--- src/rtl/vsa_pkg.sv ---
package vsa_pkg;

  localparam int ID_W   = 12;
  localparam int PRIO_W = 8;
  localparam int CPR_W  = PRIO_W + 1;
  localparam logic [ID_W-1:0] EXT_ID = 12'd9;
  localparam logic [CPR_W-1:0] UNKNOWN_PRIO = 9'd256;

  typedef struct packed {
    logic              valid;
    logic [ID_W-1:0]   id;
    logic [CPR_W-1:0]  prio;
  } cand_t;

  // An ID above the external one ranks below it in default order.
  function automatic logic ranks_below_ext(input logic [ID_W-1:0] id);
    return id > EXT_ID;
  endfunction

  function automatic logic [PRIO_W-1:0] adjust_prio(input logic [CPR_W-1:0] p,
                                                    input logic [ID_W-1:0]  id,
                                                    input logic             mode);
    logic [PRIO_W-1:0] r;
    if (!mode)                                   r = 8'd1;
    else if (p[CPR_W-1])                         r = 8'd255;
    else if (p == '0 && ranks_below_ext(id))     r = 8'd255;
    else                                         r = p[PRIO_W-1:0];
    return r;
  endfunction

  function automatic logic [31:0] pack_word(input logic [ID_W-1:0]   id,
                                            input logic [PRIO_W-1:0] p);
    return {4'b0, id, 8'b0, p};
  endfunction

endpackage

--- src/rtl/vsa_local_pick.sv ---
module vsa_local_pick
  import vsa_pkg::*;
#(
  parameter int NSRC = 64
) (
  input  logic [NSRC-1:0]        lpend,
  input  logic [NSRC*PRIO_W-1:0] lprio_flat,
  output cand_t                  loc
);
  localparam int LIDX_W = $clog2(NSRC);

  logic [PRIO_W-1:0] prio_arr [NSRC];
  logic [LIDX_W-1:0] idx;
  logic              found;

  for (genvar g = 0; g < NSRC; g++) begin : g_unpack
    assign prio_arr[g] = lprio_flat[g*PRIO_W +: PRIO_W];
  end

  // Lowest-numbered pending source above zero.
  always_comb begin
    idx   = '0;
    found = 1'b0;
    for (int i = NSRC - 1; i >= 1; i--) begin
      if (lpend[i]) begin
        idx   = LIDX_W'(i);
        found = 1'b1;
      end
    end
  end

  always_comb begin
    loc       = '0;
    loc.id    = ID_W'(idx);
    loc.prio  = {1'b0, prio_arr[idx]};
    loc.valid = found && (ID_W'(idx) != EXT_ID);
  end

endmodule

--- src/rtl/vsa_cand_build.sv ---
module vsa_cand_build
  import vsa_pkg::*;
#(
  parameter int GSEL_W      = 6,
  parameter int GUEST_FILES = 15
) (
  input  logic [GSEL_W-1:0]      gsel,
  input  logic [(1<<GSEL_W)-1:0] gpend,
  input  logic                   ext_en,
  input  logic                   ext_lpend,
  input  logic                   gtop_valid,
  input  logic [PRIO_W-1:0]      gtop_prio,
  input  logic                   inj_en,
  input  logic [ID_W-1:0]        inj_id,
  input  logic [PRIO_W-1:0]      inj_prio,
  input  cand_t                  loc,
  output cand_t                  slot0,
  output cand_t                  slot1,
  output logic                   gext_hit
);
  logic in_range;
  logic ext_pending;

  assign in_range    = (gsel != '0) && (int'(gsel) <= GUEST_FILES);
  assign ext_pending = ext_lpend || gpend[gsel];
  assign gext_hit    = in_range && ext_en && ext_pending;

  always_comb begin
    slot0 = '0;
    if (gsel != '0) begin
      if (gext_hit) begin
        slot0.valid = 1'b1;
        slot0.id    = EXT_ID;
        slot0.prio  = (gtop_valid && gtop_prio != '0) ? {1'b0, gtop_prio} : UNKNOWN_PRIO;
      end
    end else if (inj_id == EXT_ID && inj_prio != '0) begin
      slot0.valid = 1'b1;
      slot0.id    = EXT_ID;
      slot0.prio  = {1'b0, inj_prio};
    end
  end

  always_comb begin
    slot1 = '0;
    if (inj_en) begin
      if (inj_id != EXT_ID) begin
        slot1.valid = 1'b1;
        slot1.id    = inj_id;
        slot1.prio  = {1'b0, inj_prio};
      end
    end else begin
      slot1 = loc;
    end
  end

endmodule

--- src/rtl/vsa_arbiter.sv ---
module vsa_arbiter
  import vsa_pkg::*;
#(
  parameter int NCAND = 2
) (
  input  cand_t [NCAND-1:0] cands,
  output cand_t             win
);
  logic [CPR_W:0] best;

  // Strict less-than keeps the lower slot on ties.
  always_comb begin
    win  = '0;
    best = '1;
    for (int i = 0; i < NCAND; i++) begin
      if (cands[i].valid && {1'b0, cands[i].prio} < best) begin
        win  = cands[i];
        best = {1'b0, cands[i].prio};
      end
    end
  end

endmodule

--- src/rtl/vs_topint_arb.sv ---
module vs_topint_arb
  import vsa_pkg::*;
#(
  parameter int GSEL_W      = 6,
  parameter int GUEST_FILES = 15,
  parameter int NSRC        = 64
) (
  input  logic                     clk,
  input  logic                     rst_n,
  input  logic                     rd_strobe,
  input  logic [GSEL_W-1:0]        gsel,
  input  logic [(1<<GSEL_W)-1:0]   gpend,
  input  logic                     ext_en,
  input  logic                     ext_lpend,
  input  logic                     gtop_valid,
  input  logic [7:0]               gtop_prio,
  input  logic                     inj_en,
  input  logic [11:0]              inj_id,
  input  logic [7:0]               inj_prio,
  input  logic                     prio_mode,
  input  logic [NSRC-1:0]          lpend,
  input  logic [NSRC*8-1:0]        lprio_flat,
  output logic [31:0]              status
);
  localparam int NCAND = 2;

  cand_t              loc;
  cand_t              slot0;
  cand_t              slot1;
  cand_t              win;
  cand_t [NCAND-1:0]  cands;
  logic               gext_hit;
  logic [PRIO_W-1:0]  adj_prio;
  logic [31:0]        next_word;

  vsa_local_pick #(.NSRC(NSRC)) u_local (
    .lpend      (lpend),
    .lprio_flat (lprio_flat),
    .loc        (loc)
  );

  vsa_cand_build #(.GSEL_W(GSEL_W), .GUEST_FILES(GUEST_FILES)) u_cand (
    .gsel       (gsel),
    .gpend      (gpend),
    .ext_en     (ext_en),
    .ext_lpend  (ext_lpend),
    .gtop_valid (gtop_valid),
    .gtop_prio  (gtop_prio),
    .inj_en     (inj_en),
    .inj_id     (inj_id),
    .inj_prio   (inj_prio),
    .loc        (loc),
    .slot0      (slot0),
    .slot1      (slot1),
    .gext_hit   (gext_hit)
  );

  assign cands[0] = slot0;
  assign cands[1] = slot1;

  vsa_arbiter #(.NCAND(NCAND)) u_arb (
    .cands (cands),
    .win   (win)
  );

  assign adj_prio  = adjust_prio(win.prio, win.id, prio_mode);
  assign next_word = (win.valid && win.id != '0) ? pack_word(win.id, adj_prio) : 32'd0;

  always_ff @(posedge clk or negedge rst_n) begin
    if (!rst_n)         status <= 32'd0;
    else if (rd_strobe) status <= next_word;
  end

  // Guest external slot only appears under an enabled, in-range selector.
  assert_gext_gate_R1: assert property (@(posedge clk) disable iff (!rst_n)
    (slot0.valid && gsel != '0) |-> (ext_en && int'(gsel) <= GUEST_FILES));

  assert_local_pending_R5: assert property (@(posedge clk) disable iff (!rst_n)
    (!inj_en && slot1.valid) |-> (lpend[slot1.id[$clog2(NSRC)-1:0]] && slot1.id != EXT_ID));

  assert_min_slot0_R6: assert property (@(posedge clk) disable iff (!rst_n)
    slot0.valid |-> (win.valid && win.prio <= slot0.prio));

  assert_min_slot1_R6: assert property (@(posedge clk) disable iff (!rst_n)
    slot1.valid |-> (win.valid && win.prio <= slot1.prio));

  assert_mode_clear_R8: assert property (@(posedge clk) disable iff (!rst_n)
    (rd_strobe && !prio_mode) |=> (status[27:16] == '0 || status[7:0] == 8'd1));

  assert_zero_id_R9: assert property (@(posedge clk) disable iff (!rst_n)
    (status[27:16] == '0) |-> (status == 32'd0));

  assert_hold_R10: assert property (@(posedge clk) disable iff (!rst_n)
    !rd_strobe |=> $stable(status));

endmodule

--- config.mk ---
export PLATFORM = sky130hd
export DESIGN_NAME = vs_topint_arb
export DESIGN_NICKNAME = d
export VERILOG_FILES = /design/src/rtl/vsa_pkg.sv /design/src/rtl/vsa_local_pick.sv /design/src/rtl/vsa_cand_build.sv /design/src/rtl/vsa_arbiter.sv /design/src/rtl/vs_topint_arb.sv
export SDC_FILE = /design/constraint.sdc
export NUM_CORES = 1
export LEC_CHECK = 0
export ABC_AREA = 1
export CAP_MARGIN = 10
export CORE_AREA = 10 10 273 275
export CTS_BUF_LIST = sky130_fd_sc_hd__clkbuf_8 sky130_fd_sc_hd__clkbuf_16
export DETAILED_ROUTE_END_ITERATION = 10
export DIE_AREA = 0 0 283 285
export PLACE_DENSITY = 0.46
export SETUP_SLACK_MARGIN = 0.1
export SLEW_MARGIN = 30
export SYNTH_ARGS = -nofsm -noshare
export SYNTH_HDL_FRONTEND = slang
export SYNTH_SLANG_ARGS = --single-unit
--- constraint.sdc ---
create_clock -name clk -period 0.9 [get_ports clk]
set_input_delay 0.18 -clock clk [delete_from_list [all_inputs] [get_ports clk]]
set_output_delay 0.18 -clock clk [all_outputs]
set_load 0.005 [all_outputs]
==> summary.md, run 1 <==
The flow ran to the end, but the final reports show violations. The checks that failed: setup timing. For this block, the routed nets add up to 79950 um of wire. Number of clock buffers inserted by TritonCTS: 3. In the final routed layout, each cell accounts on average for 22.35 um. The worst pin sits at a relative slew slack of 62.90%. The run gives -5.483 ns as the least setup slack across all paths after layout. The number of H-tree levels came out at 1. The overall power consumption is 11.53 mW, and the number of primary I/O pins is 714. For the total negative slack for setup checks, the log shows -105.79 ns. The worst vdd rail ir drop is 0.5271 mV. Entering global routing, the biggest net connects 39 pins. The initialized floorplan defines 97 standard-cell rows.

For this configuration, the core starts out at a cell density of 12.23%. From bottom edge to top edge, the die measures 285 um. Counting the fill cells in the layout gives 7807.

The post-synthesis cell type with the largest combined area was sky130_fd_sc_hd__nand2_1. The logs give 112500 um for the wire length of the first global-routing pass and 69300 sq um for the core box area. Largest fanout on the critical path: 8.

The commonest register cell after synthesis was sky130_fd_sc_hd__dfrtp_1. The highest cell delay on the worst timing path is 0.27 ns, and the area growth from synthesis to final layout is 133.8%. The highest metal layer with signal wires was met5.

The floorplan step defined a die boundary enclosing 80660 sq um. The run gives 0 as the number of max-slew violations in the final report. The tools report the remaining global-route overflow as 0.

At the worst endpoint, the arrival time is 6.57 ns. The tools report the kind of capture point of the worst setup path as a flip-flop. The run gives 8474 sq um as the post-synthesis instance area. The largest individual stage delay along the critical path comes from the cell sky130_fd_sc_hd__ha_4. The kind of path behind the tightest hold check is input port to async pin. In the final layout, the registers with the most flip-flops are status x20.

After synthesis, the cell types taking the most area are sky130_fd_sc_hd__nand2_1, sky130_fd_sc_hd__nand3_1, sky130_fd_sc_hd__nor2_1, sky130_fd_sc_hd__o21ai_0, sky130_fd_sc_hd__inv_1. The hold violation total from the final report came out at 0. The power density of the placed cells is 582.1 nW/um^2, and the total routed wire length on the met1 layer is 32770 um. The required time of the critical path came out at 1.09 ns. For this run, the total global-route usage over all layers was measured as 18.57%.

The share of the yosys chip area belonging to registers came out at 5.906%. Synthesis inferred 20 register bits. The routed layout has 15.22k vias.

The highest attainable clock frequency is 156.7 MHz, and the number of enable flip-flop cells after synthesis is 0. For this run, asynchronously set or reset flops after synthesis account for 100.0%. The routed design uses 40320 um of met2 wire. The cell at the root of the clock tree is sky130_fd_sc_hd__clkbuf_16. The final critical path time including I/O delays and setup came out at 6.383 ns. In this run the deepest clock path goes through 2 buffers.

The detail route stage leaves a number of antenna-violating nets equal to 0. The net count of the finished layout is 3324. The clock slew seen by the registers of the worst setup and hold paths is 0.05 ns. The post-route fraction of the period consumed by the critical path came out at 709.2%.

Counting distinct cell types in the post-synthesis netlist gives 52. Input and output buffers added on the ports amount to 700. The finished cells cover 19820 sq um.

STA classifies the critical path startpoint as an input port. The first TritonRoute pass finished after 5 iterations. Placer congestion estimate: 0.8989.

Slew at the pin with the worst max-slew slack: 0.5544 ns. For this run, the number of Yosys warnings is 0. The synthesized netlist cell count is 1685, and the count of final setup violators is 40. The tool flagged a number of max-cap violations equal to 0.

After synthesis, the largest area contributor takes up 21.66% of total cell area. After the first detailed-routing iteration, the DRC count stood at 788. Setup repair after global routing could not meet its margin everywhere. Detailed routing placed a total of 5522 um of wire on met3.

The average size of a mapped cell was 5.029 sq um. The share of layout cells above drive strength 1 came out at 19.90%. Measured along the x axis, the die boundary spans 283 um.

The register with the most flip-flops in the layout has 20 of them. For the detailed placer's ending HPWL, the log shows 69020 um. The via count normalized by instance count works out to 4.255. In this design, the critical path's most frequently occurring cell is sky130_fd_sc_hd__nand2_1.

The count of clock tree sinks is 20. The number of global-route vias before repair is 16.02k, and the leakage power is 8.569 nW. The category of the most critical setup path is input port to flip-flop.

For the worst-skew pair, the clock arrives at the later sink with an insertion delay of 0.25 ns. TritonCTS built the clock tree. status holds more flip-flops than any other register.

In the routed design, unresolved DRC markers number 0. At the placement stage, the worst setup path has a slack of -6.366 ns. The placed instances occupy a cell area of 18690 sq um. The run gives 0 ns as the final clock skew. The number of antenna violations at the first check in global routing was 12.
-- worst max-delay path: cells and delay by family --
family,cells,cell delay [ns]
AOI/OAI and AO/OA,4,0.53
buffers and inverters,11,1.12
and+or+nand+nor,79,4.43
adders and majority gates,1,0.27
-- kinds of logic (layout without fill, tap and decap cells) --
kind of cell / after synthesis / count (layout) / share of synthesized area, %
adders and majority gates: 7 / 7 / 1.033
other: 1 / 16 / 0.04425
DFF: 20 / 20 / 5.906
AOI/OAI and AO/OA: 342 / 342 / 24.80
buffers and inverters: 272 / 1208 / 15.13
and+or+nand+nor: 1043 / 1044 / 53.08
-- stage by stage --
| stage | std cells | hold WS, ns | util (%) |
|---|---|---|---|
| floorplan | 1696 | -0.1156 | - |
| global placement | 3521 | 0.4772 | 26.97 |
| detailed placement | 3521 | 0.4826 | 26.97 |
| CTS | 3562 | 0.2921 | 27.96 |
| global route | 3576 | 0.3031 | 28.59 |
| finish | 3577 | 0.2821 | 28.59 |
-- final cells by class --
class	count	area, sq um	share of cell area [%]
clock buffer	3	75.07	0.3789
sequential	20	500.5	2.526
multi-input combinational	1405	7288	36.78
antenna	4	10.01	0.05051
timing repair buffer	1060	10190	51.42
tap	940	1176	5.935
inverter	144	568.0	2.867
timing repair inverter	1	7.507	0.03789
-- per-layer routing --
layer | up-vias | GRT usage (%)
li1 | 7561 | -
met1 | 6968 | 21.82
met2 | 615 | 34.18
met3 | 63 | 4.438
met4 | 12 | 2.754
met5 | - | 0
-- what timing repair did --
action                     4_1_cts  5_1_grt
cloned                           9        1
gates resized for setup        176       91
setup buffers                   29       12
hold buffers                     0        0
setup endpoints to repair       40       40
pin swaps                       41       44
-- cell usage after synthesis (20+ instances only) --
master and count:
sky130_fd_sc_hd__buf_2 38, sky130_fd_sc_hd__a21oi_1 39, sky130_fd_sc_hd__o211ai_1 50, sky130_fd_sc_hd__o21ai_0 149
sky130_fd_sc_hd__o22ai_1 24, sky130_fd_sc_hd__nand2_1 489, sky130_fd_sc_hd__nor2_1 218, sky130_fd_sc_hd__inv_1 139
sky130_fd_sc_hd__dfrtp_1 20, sky130_fd_sc_hd__clkbuf_1 46, sky130_fd_sc_hd__nand3_1 261, sky130_fd_sc_hd__nor4_1 20
-- cell usage in the layout (no fill, tap or decap), types with 7 or more instances in the layout --
cell	instances
sky130_fd_sc_hd__inv_1	130
sky130_fd_sc_hd__a21oi_1	31
sky130_fd_sc_hd__inv_2	9
sky130_fd_sc_hd__o211ai_1	50
sky130_fd_sc_hd__o21ai_0	130
sky130_fd_sc_hd__o22ai_1	22
sky130_fd_sc_hd__buf_4	311
sky130_fd_sc_hd__o221ai_1	17
sky130_fd_sc_hd__buf_6	11
sky130_fd_sc_hd__dfrtp_1	20
sky130_fd_sc_hd__a31oi_1	7
sky130_fd_sc_hd__or2_0	7
sky130_fd_sc_hd__buf_12	27
sky130_fd_sc_hd__conb_1	12
sky130_fd_sc_hd__nand4_1	7
sky130_fd_sc_hd__nor2_2	8
sky130_fd_sc_hd__buf_2	21
sky130_fd_sc_hd__nor2_4	10
sky130_fd_sc_hd__a32o_1	9
sky130_fd_sc_hd__nand2_2	32
sky130_fd_sc_hd__dlygate4sd2_1	7
sky130_fd_sc_hd__clkdlybuf4s50_1	669
sky130_fd_sc_hd__o21ai_1	31
sky130_fd_sc_hd__nand3_1	240
sky130_fd_sc_hd__nor2_1	206
sky130_fd_sc_hd__nand3_2	23
sky130_fd_sc_hd__nand2_1	458
sky130_fd_sc_hd__nand3b_1	7
sky130_fd_sc_hd__nor4_1	20
-- power by group --
group | switching (mW) | internal [mW] | total (mW)
registers | 0.0654 | 0.986 | 1.05
clock network | 0.313 | 0.585 | 0.899
logic | 4.20 | 5.38 | 9.58
-- path summary, 6_finish.rpt --
kind	endpoint	cells after the start	from	slack, ns
hold / removal	status[6]	2	rst_n	0.28
setup / recovery	status[4]	95	lpend[62]	-5.48
min in group clk	status[4]	2	status[4]	0.49
setup reg to reg	status[6]	4	status[6]	0.05
hold reg to reg	status[4]	2	status[4]	0.49
max in group asynchronous	status[22]	2	rst_n	0.48
Note: power is estimated with default switching activity, not from simulation.
==> run 2, diff against run 1 <==
--- a/config.mk
+++ b/config.mk
@@ -6,7 +6,7 @@
 export NUM_CORES = 1
 export LEC_CHECK = 0
 export ABC_AREA = 1
-export CAP_MARGIN = 10
+export CAP_MARGIN = 20
 export CORE_AREA = 10 10 273 275
 export CTS_BUF_LIST = sky130_fd_sc_hd__clkbuf_8 sky130_fd_sc_hd__clkbuf_16
 export DETAILED_ROUTE_END_ITERATION = 10
==> results of run 2 <==
Same layout as run 1: the final DEF is identical, and so are final timing and power.
==> run 3, diff against run 2 <==
--- a/config.mk
+++ b/config.mk
@@ -11,6 +11,7 @@
 export CTS_BUF_LIST = sky130_fd_sc_hd__clkbuf_8 sky130_fd_sc_hd__clkbuf_16
 export DETAILED_ROUTE_END_ITERATION = 10
 export DIE_AREA = 0 0 283 285
+export GPL_TIMING_DRIVEN = 0
 export PLACE_DENSITY = 0.46
 export SETUP_SLACK_MARGIN = 0.1
 export SLEW_MARGIN = 30
==> summary.md, run 3 (same netlist as run 1, synthesis figures left out) <==
In this run the worst hold path is classified as input port to async pin. The clock passes through at most 2 buffers. The worst pin sits at a relative slew slack of 31.87%.

status holds more flip-flops than any other register. The final reports fail on hold timing, setup timing. The library cell used most frequently in the layout, excluding fill and tap cells, is sky130_fd_sc_hd__clkdlybuf4s50_1.

The worst hold-check slack is -0.1239 ns, and the final critical path time including I/O delays and setup is 6.976 ns. The register with the most flip-flops in the layout has 20 of them. The post-route fraction of the period consumed by the critical path is 775.2%, and the number of clock buffers inserted by TritonCTS is 3.

The flow ran to the end, but the final reports show violations. The slowest stage of the critical path is the sky130_fd_sc_hd__o311ai_1 cell. The detailed placer's ending HPWL came out at 79210 um. Wires add up to 92490 um.

Horizontal die dimension: 283 um. The number of antenna violations at the first check in global routing came out at 16. Across the run, the number of max-cap violations was 0. The leakage power is 7.397 nW. The insertion delay to the later sink of the worst-skew pair was 0.25 ns.

The routed length on met2 came out at 46610 um. The critical path in this run is classified as input port to flip-flop. The tools report the pin count of the biggest net entering global routing as 21. Dividing the detail-routed wire length by the instance count gives 27.30 um. For this run, the top clock speed supported by timing is 143.3 MHz. The logs give 0 ns for the final clock skew and 0 for the detailed-route DRC error count. The hold violation total from the final report is 20, and the sequential cell area in the final layout is 500.5 sq um.

In this run, post-CTS hold repair placed 0 buffers. Input and output buffers added on the ports amount to 699. The largest fanout on the critical path is 10. The run gives 7.17 ns as the signal arrival time at the worst endpoint. The largest registers in the layout are status x20. The highest metal layer with signal wires is met5. The dominant cell type by count on the critical path was sky130_fd_sc_hd__nand2_1. The number of nets still failing antenna checks after routing came out at 0.

Dividing the detail-routed via count by the number of cells gives 4.397. The logs give -6.076 ns for the least setup slack across all paths after layout and 20 for the count of clock tree sinks. For this run, the total global-route usage over all layers was measured as 21.48%. The power density of the placed cells was 650.4 nW/um^2. The logs give 3388 for the number of non-filler instances in the completed layout and 124400 um for the wire length of the first global-routing pass. The tools report the required time of the critical path as 1.09 ns. Across the VDD grid, the largest voltage drop is 0.6070 mV. For this configuration, the core starts out at a cell density of 12.23%.

The largest single stage delay on the critical path is 0.34 ns. The number of global-route vias before repair is 15.53k. In the layout the commonest cells are sky130_fd_sc_hd__clkdlybuf4s50_1, sky130_fd_sc_hd__nand2_1, sky130_fd_sc_hd__nand3_1.

The reg-to-reg setup timing slack is 0.06 ns. After clock tree synthesis, the clock-pin slew on the worst setup and hold paths is 0.06 ns. Cells with a size suffix above 1 make up 11.11% of the layout. Setup total negative slack on the finished layout was measured at -117.15 ns.

At the end of routability-driven placement, the weighted congestion stood at 0.9510. The floorplan has 97 rows. The logs give 1 for the number of H-tree levels and 14.90k for the detailed-route via count. In the final layout, the multi-input gates occupy 7107 sq um. The detailed router finished its first iteration with 910 violations.

The core region is 69300 sq um. The area growth from synthesis to final layout is 110.1%. Pin placement for this block handled 714 I/O pins.

After detailed routing, the met3 layer carries 6423 um of wire. Number of max-slew violations in the final report: 0. Including well taps, the total number of placed cells is 3338.

The run gives 0 as the remaining global-route overflow. Cell at the root of the clock tree: sky130_fd_sc_hd__clkbuf_16. Measured along the y axis, the die boundary spans 285 um. TritonCTS built the clock tree. For this run, the post-layout net count is 3129.

At the placement stage, the worst setup path has a slack of -8.447 ns. The core utilization of the finished layout came out at 25.69%. The kind of capture point of the worst setup path is a flip-flop. After filler insertion, the fill cell instance count of the layout stands at 8008. Setup repair after global routing could not meet its margin everywhere. The first TritonRoute pass finished after 7 iterations. The die covers 80660 sq um.

The type of origin of the critical path is an input port. At the pin with the least slew margin, the transition time is 1.022 ns. The detailed router put a total of 38030 um of wire on met1.

The tools report the count of final setup violators as 40.
run 3: layout make-up:
type                            count  area share (%)
Clock buffer                        3          0.4217
Clock inverter                      1          0.1687
Multi-Input combinational cell   1404           39.92
Tap cell                          940           6.606
Buffer                            128           6.065
Timing Repair Buffer              739           40.74
Sequential cell                    20           2.811
Antenna cell                        9          0.1265
Inverter                          144           3.141
run 3: per-stage QoR:
step	instance area [sq um]	power [mW]
after global placement	16760	9.804
after CTS	17550	11.48
after global routing	17800	12.32
final	17800	11.58
after floorplan	8588	4.300
after detailed placement	16830	9.785
run 3: path summary, 6_finish.rpt:
check / startpoint / to / depth (start not counted)
setup / recovery: lpend[59] / status[6] / 85
hold / removal: rst_n / status[6] / 1
setup reg to reg: status[2] / status[2] / 4
hold reg to reg: status[17] / status[17] / 2
max in group asynchronous: rst_n / status[18] / 1
min in group clk: status[17] / status[17] / 2
run 3: worst max-delay path: cells and delay by family:
kind / cells / cell delay [ns]
adder cells (fa/ha/maj): 1 / 0.28
AND/OR/NAND/NOR: 73 / 4.50
buffers and inverters: 7 / 0.97
AO/OA/AOI/OAI: 4 / 1.19
run 3: routing by layer:
metal | GRT usage, % | up-vias
li1 | - | 7166
met1 | 25.48 | 6976
met2 | 39.37 | 692
met3 | 4.724 | 59
met4 | 3.583 | 4
met5 | 0 | -
run 3: repair_timing:
action | in CTS | in global routing
hold endpoints to repair | 0 | 20
gates resized for setup | 259 | 48
buffers inserted | 29 | 6
pin swaps | 39 | 23
cloned | 1 | 1
setup endpoints to repair | 60 | 40
run 3: report_power, final:
group	total, mW	internal, mW	switching [mW]
Combinational	9.31	4.64	4.67
Clock	1.23	0.882	0.344
Sequential	1.04	0.986	0.0566
Total	11.6	6.51	5.07
